===== src/rtl/pirq_pkg.sv =====
package pirq_pkg;
  localparam int PRIO_W = 3;
  localparam logic [PRIO_W-1:0] PRIO_MUTE = 3'd7;

  function automatic logic beats(input logic [PRIO_W-1:0] a, input logic [PRIO_W-1:0] b);
    return a < b;
  endfunction
endpackage


===== src/rtl/pirq_chan.sv =====
module pirq_chan
  import pirq_pkg::*;
#(
  parameter int VEC_W = 7,
  localparam int CFG_W = VEC_W + PRIO_W + 2
) (
  input  logic              clk,
  input  logic              rst,
  input  logic              trig_i,
  input  logic              wr_i,
  input  logic [CFG_W-1:0]  wr_data_i,
  input  logic              ack_clr_i,
  output logic              pend_o,
  output logic              mask_o,
  output logic [PRIO_W-1:0] prio_o,
  output logic [VEC_W-1:0]  vec_o
);
  logic pend_next;

  // hardware trigger beats a software clear and the acknowledge clear
  always_comb begin
    if (trig_i)         pend_next = 1'b1;
    else if (wr_i)      pend_next = wr_data_i[CFG_W-1];
    else if (ack_clr_i) pend_next = 1'b0;
    else                pend_next = pend_o;
  end

  always_ff @(posedge clk) begin
    if (rst) begin
      pend_o <= 1'b0;
      mask_o <= 1'b0;
      prio_o <= '0;
      vec_o  <= '0;
    end else begin
      pend_o <= pend_next;
      if (wr_i) begin
        mask_o <= wr_data_i[CFG_W-2];
        prio_o <= wr_data_i[VEC_W +: PRIO_W];
        vec_o  <= wr_data_i[VEC_W-1:0];
      end
    end
  end
endmodule


===== src/rtl/pirq_select.sv =====
module pirq_select
  import pirq_pkg::*;
#(
  parameter int NUM_CH = 4,
  parameter int VEC_W  = 7,
  localparam int IDX_W = (NUM_CH > 1) ? $clog2(NUM_CH) : 1
) (
  input  logic [NUM_CH-1:0]        pend_i,
  input  logic [NUM_CH-1:0]        mask_i,
  input  logic                     gie_i,
  input  logic [NUM_CH*PRIO_W-1:0] prio_i,
  input  logic [NUM_CH*VEC_W-1:0]  vec_i,
  output logic                     found_o,
  output logic [IDX_W-1:0]         idx_o,
  output logic [PRIO_W-1:0]        prio_o,
  output logic [VEC_W-1:0]         vec_o
);
  logic [NUM_CH-1:0] cand;

  for (genvar g = 0; g < NUM_CH; g++) begin : g_qual
    assign cand[g] = pend_i[g] & mask_i[g] & gie_i &
                     (prio_i[g*PRIO_W +: PRIO_W] != PRIO_MUTE);
  end

  // strict compare while scanning upward keeps the lowest index on ties
  always_comb begin
    found_o = 1'b0;
    idx_o   = '0;
    prio_o  = PRIO_MUTE;
    vec_o   = '0;
    for (int i = 0; i < NUM_CH; i++) begin
      if (cand[i] && (!found_o || beats(prio_i[i*PRIO_W +: PRIO_W], prio_o))) begin
        found_o = 1'b1;
        idx_o   = IDX_W'(i);
        prio_o  = prio_i[i*PRIO_W +: PRIO_W];
        vec_o   = vec_i[i*VEC_W +: VEC_W];
      end
    end
  end
endmodule


===== src/rtl/pirq_out_stage.sv =====
module pirq_out_stage
  import pirq_pkg::*;
#(
  parameter int VEC_W = 7,
  parameter int IDX_W = 2
) (
  input  logic              clk,
  input  logic              rst,
  input  logic              found_i,
  input  logic [IDX_W-1:0]  idx_i,
  input  logic [PRIO_W-1:0] prio_i,
  input  logic [VEC_W-1:0]  vec_i,
  input  logic [PRIO_W-1:0] cpu_prio_i,
  input  logic              block_all_i,
  input  logic              ack_i,
  output logic              req_o,
  output logic              take_o,
  output logic [IDX_W-1:0]  held_idx_o,
  output logic [PRIO_W-1:0] held_prio_o,
  output logic              vec_valid_o,
  output logic [VEC_W-1:0]  vec_o
);
  logic [VEC_W-1:0] held_vec;
  logic             offer;

  assign take_o = ack_i & req_o;
  assign offer  = found_i & beats(prio_i, cpu_prio_i) & ~block_all_i;

  always_ff @(posedge clk) begin
    if (rst) begin
      req_o       <= 1'b0;
      held_idx_o  <= '0;
      held_prio_o <= PRIO_MUTE;
      held_vec    <= '0;
      vec_valid_o <= 1'b0;
      vec_o       <= '0;
    end else begin
      req_o       <= offer & ~take_o;
      held_idx_o  <= idx_i;
      held_prio_o <= prio_i;
      held_vec    <= vec_i;
      vec_valid_o <= take_o;
      if (take_o) vec_o <= held_vec;
    end
  end
endmodule


===== src/rtl/pirq_arbiter.sv =====
module pirq_arbiter
  import pirq_pkg::*;
#(
  parameter int NUM_CH = 4,
  parameter int VEC_W  = 7,
  localparam int IDX_W = (NUM_CH > 1) ? $clog2(NUM_CH) : 1,
  localparam int CFG_W = VEC_W + PRIO_W + 2
) (
  input  logic              clk,
  input  logic              rst,
  input  logic [NUM_CH-1:0] trig_i,
  input  logic              gie_i,
  input  logic              block_all_i,
  input  logic [PRIO_W-1:0] cpu_prio_i,
  input  logic              wr_en_i,
  input  logic [IDX_W-1:0]  wr_ch_i,
  input  logic [CFG_W-1:0]  wr_data_i,
  input  logic [IDX_W-1:0]  rd_ch_i,
  output logic [CFG_W-1:0]  rd_data_o,
  output logic              req_o,
  input  logic              ack_i,
  output logic              vec_valid_o,
  output logic [VEC_W-1:0]  vec_o
);
  logic [NUM_CH-1:0]        pend, mask;
  logic [NUM_CH*PRIO_W-1:0] prio_flat;
  logic [NUM_CH*VEC_W-1:0]  vec_flat;
  logic                     found;
  logic [IDX_W-1:0]         sel_idx, held_idx;
  logic [PRIO_W-1:0]        sel_prio, held_prio;
  logic [VEC_W-1:0]         sel_vec;
  logic                     take;

  for (genvar g = 0; g < NUM_CH; g++) begin : g_ch
    logic wr_hit, clr_hit;
    assign wr_hit  = wr_en_i && (wr_ch_i == IDX_W'(g));
    assign clr_hit = take && (held_idx == IDX_W'(g));
    pirq_chan #(.VEC_W(VEC_W)) u_chan (
      .clk       (clk),
      .rst       (rst),
      .trig_i    (trig_i[g]),
      .wr_i      (wr_hit),
      .wr_data_i (wr_data_i),
      .ack_clr_i (clr_hit),
      .pend_o    (pend[g]),
      .mask_o    (mask[g]),
      .prio_o    (prio_flat[g*PRIO_W +: PRIO_W]),
      .vec_o     (vec_flat[g*VEC_W +: VEC_W])
    );
  end

  pirq_select #(.NUM_CH(NUM_CH), .VEC_W(VEC_W)) u_sel (
    .pend_i  (pend),
    .mask_i  (mask),
    .gie_i   (gie_i),
    .prio_i  (prio_flat),
    .vec_i   (vec_flat),
    .found_o (found),
    .idx_o   (sel_idx),
    .prio_o  (sel_prio),
    .vec_o   (sel_vec)
  );

  pirq_out_stage #(.VEC_W(VEC_W), .IDX_W(IDX_W)) u_out (
    .clk         (clk),
    .rst         (rst),
    .found_i     (found),
    .idx_i       (sel_idx),
    .prio_i      (sel_prio),
    .vec_i       (sel_vec),
    .cpu_prio_i  (cpu_prio_i),
    .block_all_i (block_all_i),
    .ack_i       (ack_i),
    .req_o       (req_o),
    .take_o      (take),
    .held_idx_o  (held_idx),
    .held_prio_o (held_prio),
    .vec_valid_o (vec_valid_o),
    .vec_o       (vec_o)
  );

  // registered polling port
  always_ff @(posedge clk) begin
    if (rst) begin
      rd_data_o <= '0;
    end else begin
      rd_data_o <= '0;
      for (int i = 0; i < NUM_CH; i++) begin
        if (rd_ch_i == IDX_W'(i))
          rd_data_o <= {pend[i], mask[i], prio_flat[i*PRIO_W +: PRIO_W], vec_flat[i*VEC_W +: VEC_W]};
      end
    end
  end
endmodule


===== config.mk =====
export PLATFORM = sky130hd
export DESIGN_NAME = pirq_arbiter
export DESIGN_NICKNAME = d
export VERILOG_FILES = /design/src/rtl/pirq_pkg.sv /design/src/rtl/pirq_chan.sv /design/src/rtl/pirq_select.sv /design/src/rtl/pirq_out_stage.sv /design/src/rtl/pirq_arbiter.sv
export SDC_FILE = /design/constraint.sdc
export NUM_CORES = 1
export LEC_CHECK = 0
export BUFFER_PORTS_ARGS = -buffer_cell sky130_fd_sc_hd__buf_2
export CORE_UTILIZATION = 51
export CTS_CLUSTER_DIAMETER = 60
export DETAILED_ROUTE_END_ITERATION = 7
export HOLD_SLACK_MARGIN = 0.15
export PLACE_DENSITY = 0.75
export SYNTH_ARGS = -nofsm -noshare
export SYNTH_HDL_FRONTEND = slang
export SYNTH_SLANG_ARGS = --single-unit

===== constraint.sdc =====
create_clock -name clk -period 5.05 [get_ports clk]
set_input_delay 0.7575 -clock clk [delete_from_list [all_inputs] [get_ports clk]]
set_output_delay 0.7575 -clock clk [all_outputs]
set_load 0.01 [all_outputs]

; ---- After elaboration in Yosys (flattened, before gate mapping)
; Index checks and enable logic that the tools add are counted.
[totals]
ff_bits = 78
latch_bits = 0
ram_bits = 0
romBits = 0
in_bits = 29
out_inout_bits = 21
word_cells = 112
n_memories = 0
[classes]
add_sub_neg = 0
multipliers = 0
n_div = 0
n_lt_le_gt_ge = 4
n_eq_ne = 13
n_shift = 0
mux = 31
n_bitwise = 18
n_reduce_logical = 24
[op_table]
columns = op, n
row1 = 2-to-1 mux 12 bit, 4
row2 = 2-to-1 mux 7 bit, 4
row3 = 2-to-1 mux 1 bit, 17
row4 = AND 1 bit, 16
row5 = equality test 2 bit (second input constant), 6
row6 = less-than comparator 3 bit, 4
row7 = 2-to-1 mux 3 bit, 4
row8 = != test 3 bit (second input constant), 4
row9 = nonzero test 3 bit, 4
row10 = logical AND 1 bit, 11
row11 = equality test 2 x 1 -> 1 bit (second input constant), 3
row12 = logical NOT 2 bit, 3
row13 = 2-to-1 mux 2 bit, 2
row14 = logical NOT 1 bit, 3
row15 = logical OR 1 bit, 3
row16 = inverter 1 bit, 2

; ---- Longest topological paths before layout
; Gate-level depths: netlist of the first run.
[logic_depth]
ltp_word = 20
depth_mapped = 28
mapped_depth_nobuf = 27

; ---- By module
; Synthesis of the first run repeated with hierarchy kept, for this count alone.
[hier_totals]
hier_cells = 388
hier_area_um2 = 3793.6
[by_module_without_submodules]
columns = module, n_inst, cells_per_inst, area_per_inst_um2, seq_area_each_um2
row1 = pirq_chan, 4, 39, 425.4, 240.2
row2 = pirq_select, 1, 99, 723.2, 0.0
row3 = pirq_arbiter, 1, 65, 694.4, 240.2
row4 = pirq_out_stage, 1, 68, 674.4, 420.4

; ---- Least setup slack after synthesis of the first run
; No wires, ideal clock.
[synth_path]
path_type = input port to flip-flop
from = input gie_i
to = register u_out.req_o
setup_time_ps = 91
t_arrival_ps = 5350
required_ps = 4959
slack_ps = -391
cell_stages = 27
cell_sequence = nand3_2 > nor2_1 > ha_1 > a21o_1 > o311a_1 > nor3_4 > mux2i_1 > inv_1 > ha_1 > a21oi_1 > o21ai_2 > o21a_4 > buf_12 > mux2i_4 > ha_1 > o21a_1 > nor2_1 > a21o_2 > a32oi_1 > a31o_2 > buf_6 > a21oi_2 > ha_1 > nor2b_1 > o21ai_0 > nand3_1 > a311oi_1
[synth_between]
elab_chain_cells = 19
elab_cells_between_ends = 32
[synth_rtl]
columns = item, line
row1 = start: declaration, pirq_arbiter.sv:12  ; input logic gie_i,
row2 = AND 1 bit (2 in a row), pirq_select.sv:21  ; assign cand[g] = pend_i[g] & mask_i[g] & gie_i &
row3 = 2-to-1 mux 3 bit or 2-to-1 mux 1 bit (tied branches), pirq_select.sv:32  ; if (cand[i] && (!found_o || beats(prio_i[i*PRIO_W +: PRIO_W], prio_o))) begin
row4 = less-than comparator 3 bit or logical NOT 1 bit (tied branches), "pirq_pkg.sv:6, pirq_select.sv:32"
row5 = logical OR 1 bit, pirq_select.sv:32
row6 = logical AND 1 bit, pirq_select.sv:32
row7 = 2-to-1 mux 3 bit or 2-to-1 mux 1 bit (tied branches), pirq_select.sv:32
row8 = less-than comparator 3 bit or logical NOT 1 bit (tied branches), "pirq_pkg.sv:6, pirq_select.sv:32"
row9 = logical OR 1 bit, pirq_select.sv:32
row10 = logical AND 1 bit, pirq_select.sv:32
row11 = 2-to-1 mux 3 bit or 2-to-1 mux 1 bit (tied branches), pirq_select.sv:32
row12 = less-than comparator 3 bit or logical NOT 1 bit (tied branches), "pirq_pkg.sv:6, pirq_select.sv:32"
row13 = logical OR 1 bit, pirq_select.sv:32
row14 = logical AND 1 bit, pirq_select.sv:32
row15 = 2-to-1 mux 3 bit, pirq_select.sv:32
row16 = less-than comparator 3 bit, pirq_pkg.sv:6  ; return a < b;
row17 = AND 1 bit * (2 in a row), pirq_out_stage.sv:27  ; assign offer = found_i & beats(prio_i, cpu_prio_i) & ~block_all_i;
row18 = AND 1 bit *, pirq_out_stage.sv:38  ; req_o <= offer & ~take_o;
row19 = end signal: assignment, pirq_out_stage.sv:38
row20 = end: declaration, pirq_out_stage.sv:16  ; output logic req_o,
; Every way passes the cells marked *; elsewhere a longest branch is shown, timed or not.
; A chain may end at the register's enable or synchronous reset.

; ---- Final worst setup path of the first run
; Ends and elaborated chain as after synthesis.

==> flow_summary.yaml, run 1 <==
status:
  status: "complete, no violations"
power:
  power.share.clock_pct: 34.9
  power_leakage_nw: 1.70
  netSwitchingFraction_pct: 26.6
  p_sw_uw: 308
  power.total_mw: 1.16
  p_per_area_nw_per_um2: 271
  irDropWorstVdd_mv: 0.155
  internal-power_uw: 852
  power_frac_seq_pct: 55.7
  p_comb_share_pct: 9.4
job:
  maxCapViolCount: 0
critical_path:
  cp_top_family: "compound AO/OA/AOI/OAI gates"
  rr_startpoint: "g_ch[0].u_chan.mask_o"
  slowest_stage: "ha_1"
  endpoint_kind: "flop"
  crit_cells: 28
  crit_required_ps: 5320
  critPathBufInv: 2
  critPathMaxStageDelay_ps: 320
  crit_type: "input port to flop"
  rrSetupSlack_ps: 230
  rr_worst_depth: 27
  startpoint: "gie_i"
  start_kind: "input port"
  arrival_ps: 5140
  critPathMaxFanout: 5
detailed_routing:
  ant_nets: 0
  drtIter0Drc: 233
  met1_length_um: 4130
  first_pass_iters: 6
  top_layer_used: "met4"
  routedWlPerCell_um: 16.7
  drc_errors: 0
  dr_wl_met3_um: 645
  wl_met2_um: 4530
  vias: 3250
  wirelength_um: 9550
  via_per_inst: 5.68
layout:
  n_antenna_cell: 0
  num-nets-final: 508
  final_area_um2: 4290
  layout.cells.non_filler: 572
  nFillCells: 632
  drive_gt1_share_pct: 27.1
  area_growth_pct: 17.9
hold_path:
  hp-class: "flop to flop"
  hp-start: "u_out.held_vec[1]"
  hold_depth: 2
floorplan:
  dieArea_um2: 7470
  fp.dieH_um: 86.4
  num_rows: 30
  start_util_pct: 53.2
  ioPinCount: 50
  core_um2: 6830
  die_x_um: 86.4
synth:
  yosys.area_share.simple_pct: 21.5
  synth_edf_count: 0
  syn-num-nets: 449
  synth-main-ff-cell: "dfxtp_1"
  seq_area_frac_synth_pct: 43.0
  yosysWarnings: 0
  async_flop_share_pct: 0
  synth_compound_area_share_pct: 18.8
  synth.distinct_cells: 55
  synth_mux_area_share_pct: 10.9
  synth_top_family_by_area: "simple AND/OR/NAND/NOR gates"
  synth_xor_area_share_pct: 0
  synth-adder-area-share_pct: 2.41
  ys_ff_latch: 78
  synth_area_um2: 3630
  netlist_instances: 413
  syn_area_per_cell_um2: 8.80
timing:
  fin_crit_ps: 4870
  finalSetupViolations: 0
  finClkSkew_ps: 12.0
  hold_viol_final: 0
  fmax_mhz: 205
  grt_setup_unrepaired: "yes"
  fin_crit_sh_pct: 96.4
  drv_slew: 0
  worst_slew_pin_slew_ps: 1060
  maxSlewHeadroom_pct: 28.9
clock_network:
  root_buffer: "clkbuf_8"
  cts_buffers: 9
  cts_buffer_depth: 2
  clk_latency_ps: 360
  tritoncts: "built"
  cts_sinks: 78
  h-tree-depth: 3
  path_clk_slew_ps: 90
grt:
  antenna_found_initial: 0
  grt_overflow: 0
  grt_max_degree: 44
  grt_pass1_wl_um: 15300
  grt_pass1_vias: 3115
  grt.total_usage_pct: 27.1
placed_design:
  gp_congestion: 0.870
  port-buffer-count: 49
  dp_hpwl_um: 6420
  place_area_um2: 4090
  dp_cells: 556
-- power groups by stage --
stage / logic, mW / clock network [mW] / registers, mW
floorplan: 0.0651 / 0 / 0.658
detailed placement: 0.105 / 0 / 0.661
global route: 0.119 / 0.437 / 0.649
CTS: 0.106 / 0.411 / 0.646
global placement: 0.103 / 0 / 0.660
finish: 0.109 / 0.405 / 0.647
-- flip-flops by register name (all words and copies together) (netlist names) --
signal,cells
u_out.held_vec,7
u_out.vec_valid_o,1
g_ch.u_chan.mask_o,4
u_out.req_o,1
g_ch.u_chan.vec_o,28
u_out.held_idx_o,2
rd_data_o,12
g_ch.u_chan.prio_o,12
g_ch.u_chan.pend_o,4
u_out.vec_o,7
-- layout by cell type (no fill, tap or decap), types with 7 or more instances in the layout --
master and count:
mux4_2 12, nand3_1 7, nor2b_1 13, dfxtp_1 78, mux2i_1 7, a21oi_1 64, clkbuf_8 9, nor2_1 8
o22ai_1 7, buf_2 48, buf_4 20, a22o_1 7, nand2_1 111, nand2b_1 10
-- synthesized netlist by cell type (all sizes together) (7+ instances only) --
library cell | number | area (um2)
mux2i | 10 | 125
a21oi | 69 | 360
nand2b | 11 | 71.3
nand3 | 9 | 55.1
dfxtp | 78 | 1560
o22ai | 7 | 43.8
nand2 | 111 | 417
a22o | 7 | 61.3
nor2 | 12 | 47.6
ha | 7 | 87.6
nor2b | 13 | 81.3
mux4 | 12 | 270
clkbuf | 17 | 63.8
-- tightest hold or removal path, delay by kind of cell (launching register included) --
family	cells	cell delay, ps
DFF	1	300
and+or+nand+nor	1	50
AOI/OAI and AO/OA	1	50
-- per-stage QoR --
stage	hold slack (ps)	setup TNS, ps	worst slack [ps]	utilization (%)
floorplan	417	-372	-372	-
global placement	422	-132	-132	59.9
detailed placement	427	-252	-252	59.9
CTS	440	0	107	62.3
global route	451	-74.9	-74.9	62.7
finish	436	0	182	62.7
-- timing repair --
| action | 4_1_cts | 5_1_grt |
|---|---|---|
| endpoints found under the setup margin | 0 | 1 |
| resized for setup | 0 | 8 |
| hold buffers | 0 | 0 |
| setup buffers | 0 | 1 |
-- area by class of cell --
cell class	count	area (um2)	share of cell area [%]
inverter	6	22.5	0.525
clock inverter	6	37.5	0.876
tap	96	120	2.80
timing repair buffer	69	405	9.46
clock buffer	9	124	2.89
sequential	78	1560	36.4
multi-input combinational	308	2020	47.0
-- final timing paths --
| check | to |
|---|---|
| setup reg to reg | u_out.req_o |
| hold / removal | u_out.vec_o[1] |
| hold reg to reg | u_out.vec_o[1] |
| setup / recovery | u_out.req_o |
-- routing by layer --
metal / vias to the layer above / global-route usage, %
li1: 1564 / -
met1: 1519 / 35.6
met2: 141 / 43.4
met3: 26 / 4.19
met4: 0 / 13.8
met5: - / 0
-- kinds of logic (layout without fill, tap and decap cells) --
group                    after synthesis  in the layout
flip-flops                            78             78
AO/OA/AOI/OAI                        109            109
adder cells (fa/ha/maj)                7              7
multiplexers                          22             22
AND/OR/NAND/NOR                      170            170
buffers and inverters                 27             90
(Power assumes the default switching activity.)
==> inputs of run 2 (changes only) <==
--- a/config.mk
+++ b/config.mk
@@ -6,11 +6,12 @@
 export NUM_CORES = 1
 export LEC_CHECK = 0
 export BUFFER_PORTS_ARGS = -buffer_cell sky130_fd_sc_hd__buf_2
-export CORE_UTILIZATION = 51
+export CORE_UTILIZATION = 52
 export CTS_CLUSTER_DIAMETER = 60
 export DETAILED_ROUTE_END_ITERATION = 7
 export HOLD_SLACK_MARGIN = 0.15
-export PLACE_DENSITY = 0.75
+export PLACE_DENSITY = 0.76
 export SYNTH_ARGS = -nofsm -noshare
 export SYNTH_HDL_FRONTEND = slang
+export SYNTH_HIERARCHICAL = 1
 export SYNTH_SLANG_ARGS = --single-unit
==> run 2 against run 1 <==
Design area decreased by 1.5%. Critical path depth down 6. Combinational power shrank 5%. Synthesized cell count shrank 7.5%. Critical path type unchanged. Register-to-register slack better by 230 ps. Worst setup slack improved by 150 ps. Count of clock-buffer cells in the layout grew 1. Die area is 0.23% higher.
==> flow_summary.yaml, run 2 <==
timing:
  finalSetupViolations: 0
  maxSlewHeadroom_pct: 40.5
  fin_crit_ps: 4720
  worst_slew_pin_slew_ps: 893
  fmax_mhz: 212
  hold_viol_final: 0
  setup_slack_ps: 330
  setup_tns_ps: 0
  fin_crit_sh_pct: 93.5
  drv_slew: 0
  whs_ps: 442
  grt_setup_unrepaired: "no"
  finClkSkew_ps: 9.79
placed_design:
  dp_hpwl_um: 5900
  port-buffer-count: 49
  dp_cells: 517
  gp_congestion: 0.910
  place_area_um2: 4020
  pre_cts_ws_ps: -59.0
power:
  power.share.clock_pct: 38.6
  p_per_area_nw_per_um2: 290
  p_sw_uw: 316
  power_frac_seq_pct: 52.9
  power_leakage_nw: 1.73
  p_comb_share_pct: 8.5
  power.total_mw: 1.23
  irDropWorstVdd_mv: 0.170
  netSwitchingFraction_pct: 25.8
  internal-power_uw: 910
synth:
  syn_area_per_cell_um2: 9.72
  yosysWarnings: 6
  netlist_instances: 382
  synth_area_um2: 3710
  syn-num-nets: 418
grt:
  antenna_found_initial: 0
  grt_max_degree: 69
  grt.total_usage_pct: 24.4
  grt_pass1_vias: 2771
  grt_overflow: 0
  grt_pass1_wl_um: 13800
layout:
  largest_reg_flops: 28
  mostFrequentLayoutCells: "dfxtp_1 (78), mux2i_1 (70), nor2_1 (53)"
  final_common_cell: "dfxtp_1"
  area_growth_pct: 13.7
  largest_register: "g_ch.u_chan/vec_o"
  seq_area_um2: 1560
  drive_gt1_share_pct: 22.6
  final_area_um2: 4220
  n_antenna_cell: 0
  layout.cells.non_filler: 534
  nFillCells: 614
  num-nets-final: 469
  final_core_util_pct: 61.8
  multiInputGateArea_um2: 2000
  largestRegisters: "g_ch.u_chan/vec_o: 28 flops, g_ch.u_chan/prio_o: 12 flops, rd_data_o: 12 flops"
detailed_routing:
  first_pass_iters: 5
  drc_errors: 0
  via_per_inst: 5.59
  ant_nets: 0
  vias: 2983
  drtIter0Drc: 192
  wirelength_um: 8700
  routedWlPerCell_um: 16.3
clock_network:
  clk_latency_ps: 350
  postCtsResizedCells: 0
  cts_buffers: 9
  root_buffer: "clkbuf_8"
  h-tree-depth: 3
  path_clk_slew_ps: 80
  tritoncts: "built"
  cts_buffer_depth: 2
  cts_sinks: 78
job:
  maxCapViolCount: 0
floorplan:
  die_x_um: 86.5
  dieArea_um2: 7490
  num_rows: 30
  ioPinCount: 50
  start_util_pct: 54.4
  fp.dieH_um: 86.5
  core_um2: 6830
critical_path:
  crit_type: "input port to flop"
  endpoint_kind: "flop"
  start_kind: "input port"
  arrival_ps: 5000
  critPathMaxFanout: 5
  crit_required_ps: 5330
  crit_top_cell: "ha_1"
  critPathMaxStageDelay_ps: 530
  slowest_stage: "or4b_4"
  cp_cell_sequence: "buf_2, nand3_2, nor2_1, ha_1, o21ai_1, o21bai_2, a211o_1, a32o_2, ha_1, a21o_1, nor3_1, a31o_2, nor2_1, a21oi_1, ha_1, o21ai_0, a21oi_1, o2bb2ai_2, mux2i_1, ha_1, or4b_4, nor3_2"
status:
  status: "complete, no violations"
hold_path:
  hp-class: "flop to flop"
## run 2: path summary, 6_finish.rpt
path	startpoint	cells after the start	endpoint	slack [ps]
setup / recovery	gie_i	22	u_out/req_o	330
hold / removal	u_out/held_vec[5]	2	u_out/vec_o[5]	440
setup reg to reg	g_ch[0].u_chan/pend_o	21	u_out/req_o	460
hold reg to reg	u_out/held_vec[5]	2	u_out/vec_o[5]	440
## run 2: power by group through the flow
| stage | clock network (mW) | registers, mW | logic [mW] |
|---|---|---|---|
| finish | 0.473 | 0.649 | 0.104 |
| floorplan | 0 | 0.659 | 0.0734 |
| global placement | 0 | 0.662 | 0.101 |
| CTS | 0.476 | 0.648 | 0.104 |
| detailed placement | 0 | 0.662 | 0.104 |
| global route | 0.508 | 0.650 | 0.113 |
## run 2: worst max-delay path, delay by kind of cell
family | cells | cell delay, ps
AO/OA/AOI/OAI | 10 | 1930
adder cells (fa/ha/maj) | 4 | 1040
buffers and inverters | 1 | 130
multiplexers | 1 | 110
AND/OR/NAND/NOR | 6 | 1030
## run 2: routing by layer
metal / vias to the layer above / share of wire [%] / global-route usage (%)
li1: 1465 / - / -
met3: 14 / 4.8 / 6.00
met4: 0 / 1.0 / 7.88
met5: - / 0 / 0
met1: 1418 / 47 / 31.3
met2: 86 / 47 / 40.3
## run 2: area by class of cell
class,instances,share of cell area [%]
Sequential cell,78,37.0
Clock buffer,10,3.02
Tap cell,96,2.84
Clock inverter,6,1.63
Inverter,8,0.711
Multi-Input combinational cell,277,47.2
Timing Repair Buffer,59,7.58
## run 2: what timing repair did
action | in CTS | in global routing
endpoints found under the setup margin | 0 | 1
buffers inserted | 0 | 1
hold buffers | 0 | 0
==> inputs of run 3 (changes only) <==
--- a/config.mk
+++ b/config.mk
@@ -10,6 +10,7 @@
 export CTS_CLUSTER_DIAMETER = 60
 export DETAILED_ROUTE_END_ITERATION = 7
 export HOLD_SLACK_MARGIN = 0.15
+export MAX_ROUTING_LAYER = met4
 export PLACE_DENSITY = 0.76
 export SYNTH_ARGS = -nofsm -noshare
 export SYNTH_HDL_FRONTEND = slang
==> run 3 against run 2 <==
Highest routed layer unchanged. Sequential share of layout area fell by 0.46 points. Core utilization grew 0.79 points. Sequential cell count unchanged. Clock power grew 22%. Non-clock buffer count decreased by 2.
==> flow_summary.yaml, run 3 (same netlist as run 2, synthesis figures left out) <==
layout:
  seq_area_um2: 1560
  largestRegisters: "g_ch.u_chan/vec_o: 28 flops, g_ch.u_chan/prio_o: 12 flops, rd_data_o: 12 flops"
  n_antenna_cell: 0
  largest_reg_flops: 28
  final_area_um2: 4280
  layout.cells.non_filler: 532
  largest_register: "g_ch.u_chan/vec_o"
  num-nets-final: 467
  mostFrequentLayoutCells: "dfxtp_1 (78), mux2i_1 (70), nor2_1 (52)"
  nFillCells: 585
  area_growth_pct: 15.2
  final_common_cell: "dfxtp_1"
  drive_gt1_share_pct: 22.9
  multiInputGateArea_um2: 2010
floorplan:
  num_rows: 30
  core_um2: 6830
  ioPinCount: 50
  start_util_pct: 54.4
  die_x_um: 86.5
  dieArea_um2: 7490
  fp.dieH_um: 86.5
timing:
  worst_slew_pin_slew_ps: 1040
  fin_crit_sh_pct: 94.5
  setup_tns_ps: 0
  hold_viol_final: 0
  finClkSkew_ps: 15.6
  drv_slew: 0
  grt_setup_unrepaired: "no"
  fin_crit_ps: 4770
  fmax_mhz: 209
  finalSetupViolations: 0
  whs_ps: 441
  maxSlewHeadroom_pct: 30.8
power:
  p_sw_uw: 308
  p_per_area_nw_per_um2: 311
  power_leakage_nw: 1.74
  power_frac_seq_pct: 48.7
  power.share.clock_pct: 43.3
  power.total_mw: 1.33
  irDropWorstVdd_mv: 0.165
  internal-power_mw: 1.02
  p_comb_share_pct: 7.9
  netSwitchingFraction_pct: 23.1
clock_network:
  path_clk_slew_ps: 90
  cts_buffer_depth: 2
  tritoncts: "built"
  h-tree-depth: 3
  root_buffer: "clkbuf_8"
  cts_buffers: 9
  cts_sinks: 78
  cts_hold_buf: 0
  clk_latency_ps: 360
  cts_setup_buffers: 0
placed_design:
  port-buffer-count: 49
  place_area_um2: 4020
  dp_cells: 516
  dp_hpwl_um: 5810
  gp_congestion: 0.871
critical_path:
  crit_required_ps: 5330
  critPathMaxFanout: 5
  rr_startpoint: "g_ch[0].u_chan/pend_o"
  arrival_ps: 5050
  start_kind: "input port"
  crit_type: "input port to flop"
  startpoint: "gie_i"
  endpoint_kind: "flop"
detailed_routing:
  drtIter0Drc: 358
  ant_nets: 0
  drc_errors: 0
  vias: 2935
  first_pass_iters: 5
  via_per_inst: 5.52
  routedWlPerCell_um: 16.6
  wirelength_um: 8830
hold_path:
  hp-start: "u_out/held_vec[5]"
  hp-class: "flop to flop"
grt:
  grt_pass1_vias: 2668
  grt.total_usage_pct: 25.6
  grt_pass1_wl_um: 13900
  grt_max_degree: 69
  antenna_found_initial: 0
  grt_overflow: 0
status:
  status: "complete, no violations"
job:
  maxCapViolCount: 0
[run 3: what timing repair did]
action,in CTS,in global routing
endpoints found under the hold margin,0,0
endpoints found under the setup margin,0,1
resized for setup,0,2
[run 3: per-stage QoR]
| stage | setup WS [ps] | util, % |
|---|---|---|
| 6_report | 276 | 62.6 |
| 5_1_grt | 48.0 | 62.6 |
| 4_1_cts | 292 | 62.5 |
| 3_5_place_dp | -64.9 | 58.8 |
| 3_3_place_gp | 90.1 | 58.8 |
| 2_1_floorplan | 22.9 | - |
[run 3: final cells by class]
type                       count  share of cell area [%]
multi-input combinational    277                    46.9
sequential                    78                    36.5
inverter                       8                   0.702
tap                           96                    2.81
timing repair buffer          57                    7.14
clock buffer                  10                    3.22
clock inverter                 6                    2.69
[run 3: metal layers]
layer / global-route usage, % / share of wire [%] / vias to the layer above
met1: 33.8 / 47 / 1355
met4: 7.12 / 1.4 / 0
met2: 39.8 / 46 / 113
met5: - / 0 / -
met3: 5.24 / 5.5 / 11
li1: - / - / 1456
[run 3: power groups by stage]
stage               clock network (mW)  registers (mW)  logic (mW)
floorplan                            0           0.659      0.0734
global placement                     0           0.662       0.103
detailed placement                   0           0.662       0.104
CTS                              0.586           0.648       0.105
global route                     0.615           0.651       0.116
finish                           0.577           0.649       0.106
[run 3: path summary, 6_finish.rpt]
| check | cells after the start | slack, ps | to |
|---|---|---|---|
| max | 21 | 280 | u_out/req_o |
| min | 2 | 440 | u_out/vec_o[5] |
| max reg2reg | 20 | 450 | u_out/req_o |
| min reg2reg | 2 | 440 | u_out/vec_o[5] |
[run 3: worst max-delay path: stages]
cell and delay [ps]:
buf_2 130, nand3_2 90, nor2_2 50, ha_1 330
o21ai_1 90, o21bai_2 220, a211o_1 280, a32o_2 280
ha_1 280, a21o_1 170, nor3_1 150, a31o_2 240
nand2_1 70, o21a_1 160, ha_4 240, a2111oi_4 310
o2bb2ai_2 210, mux2i_1 130, ha_1 190, or4b_4 530
nor3_2 160
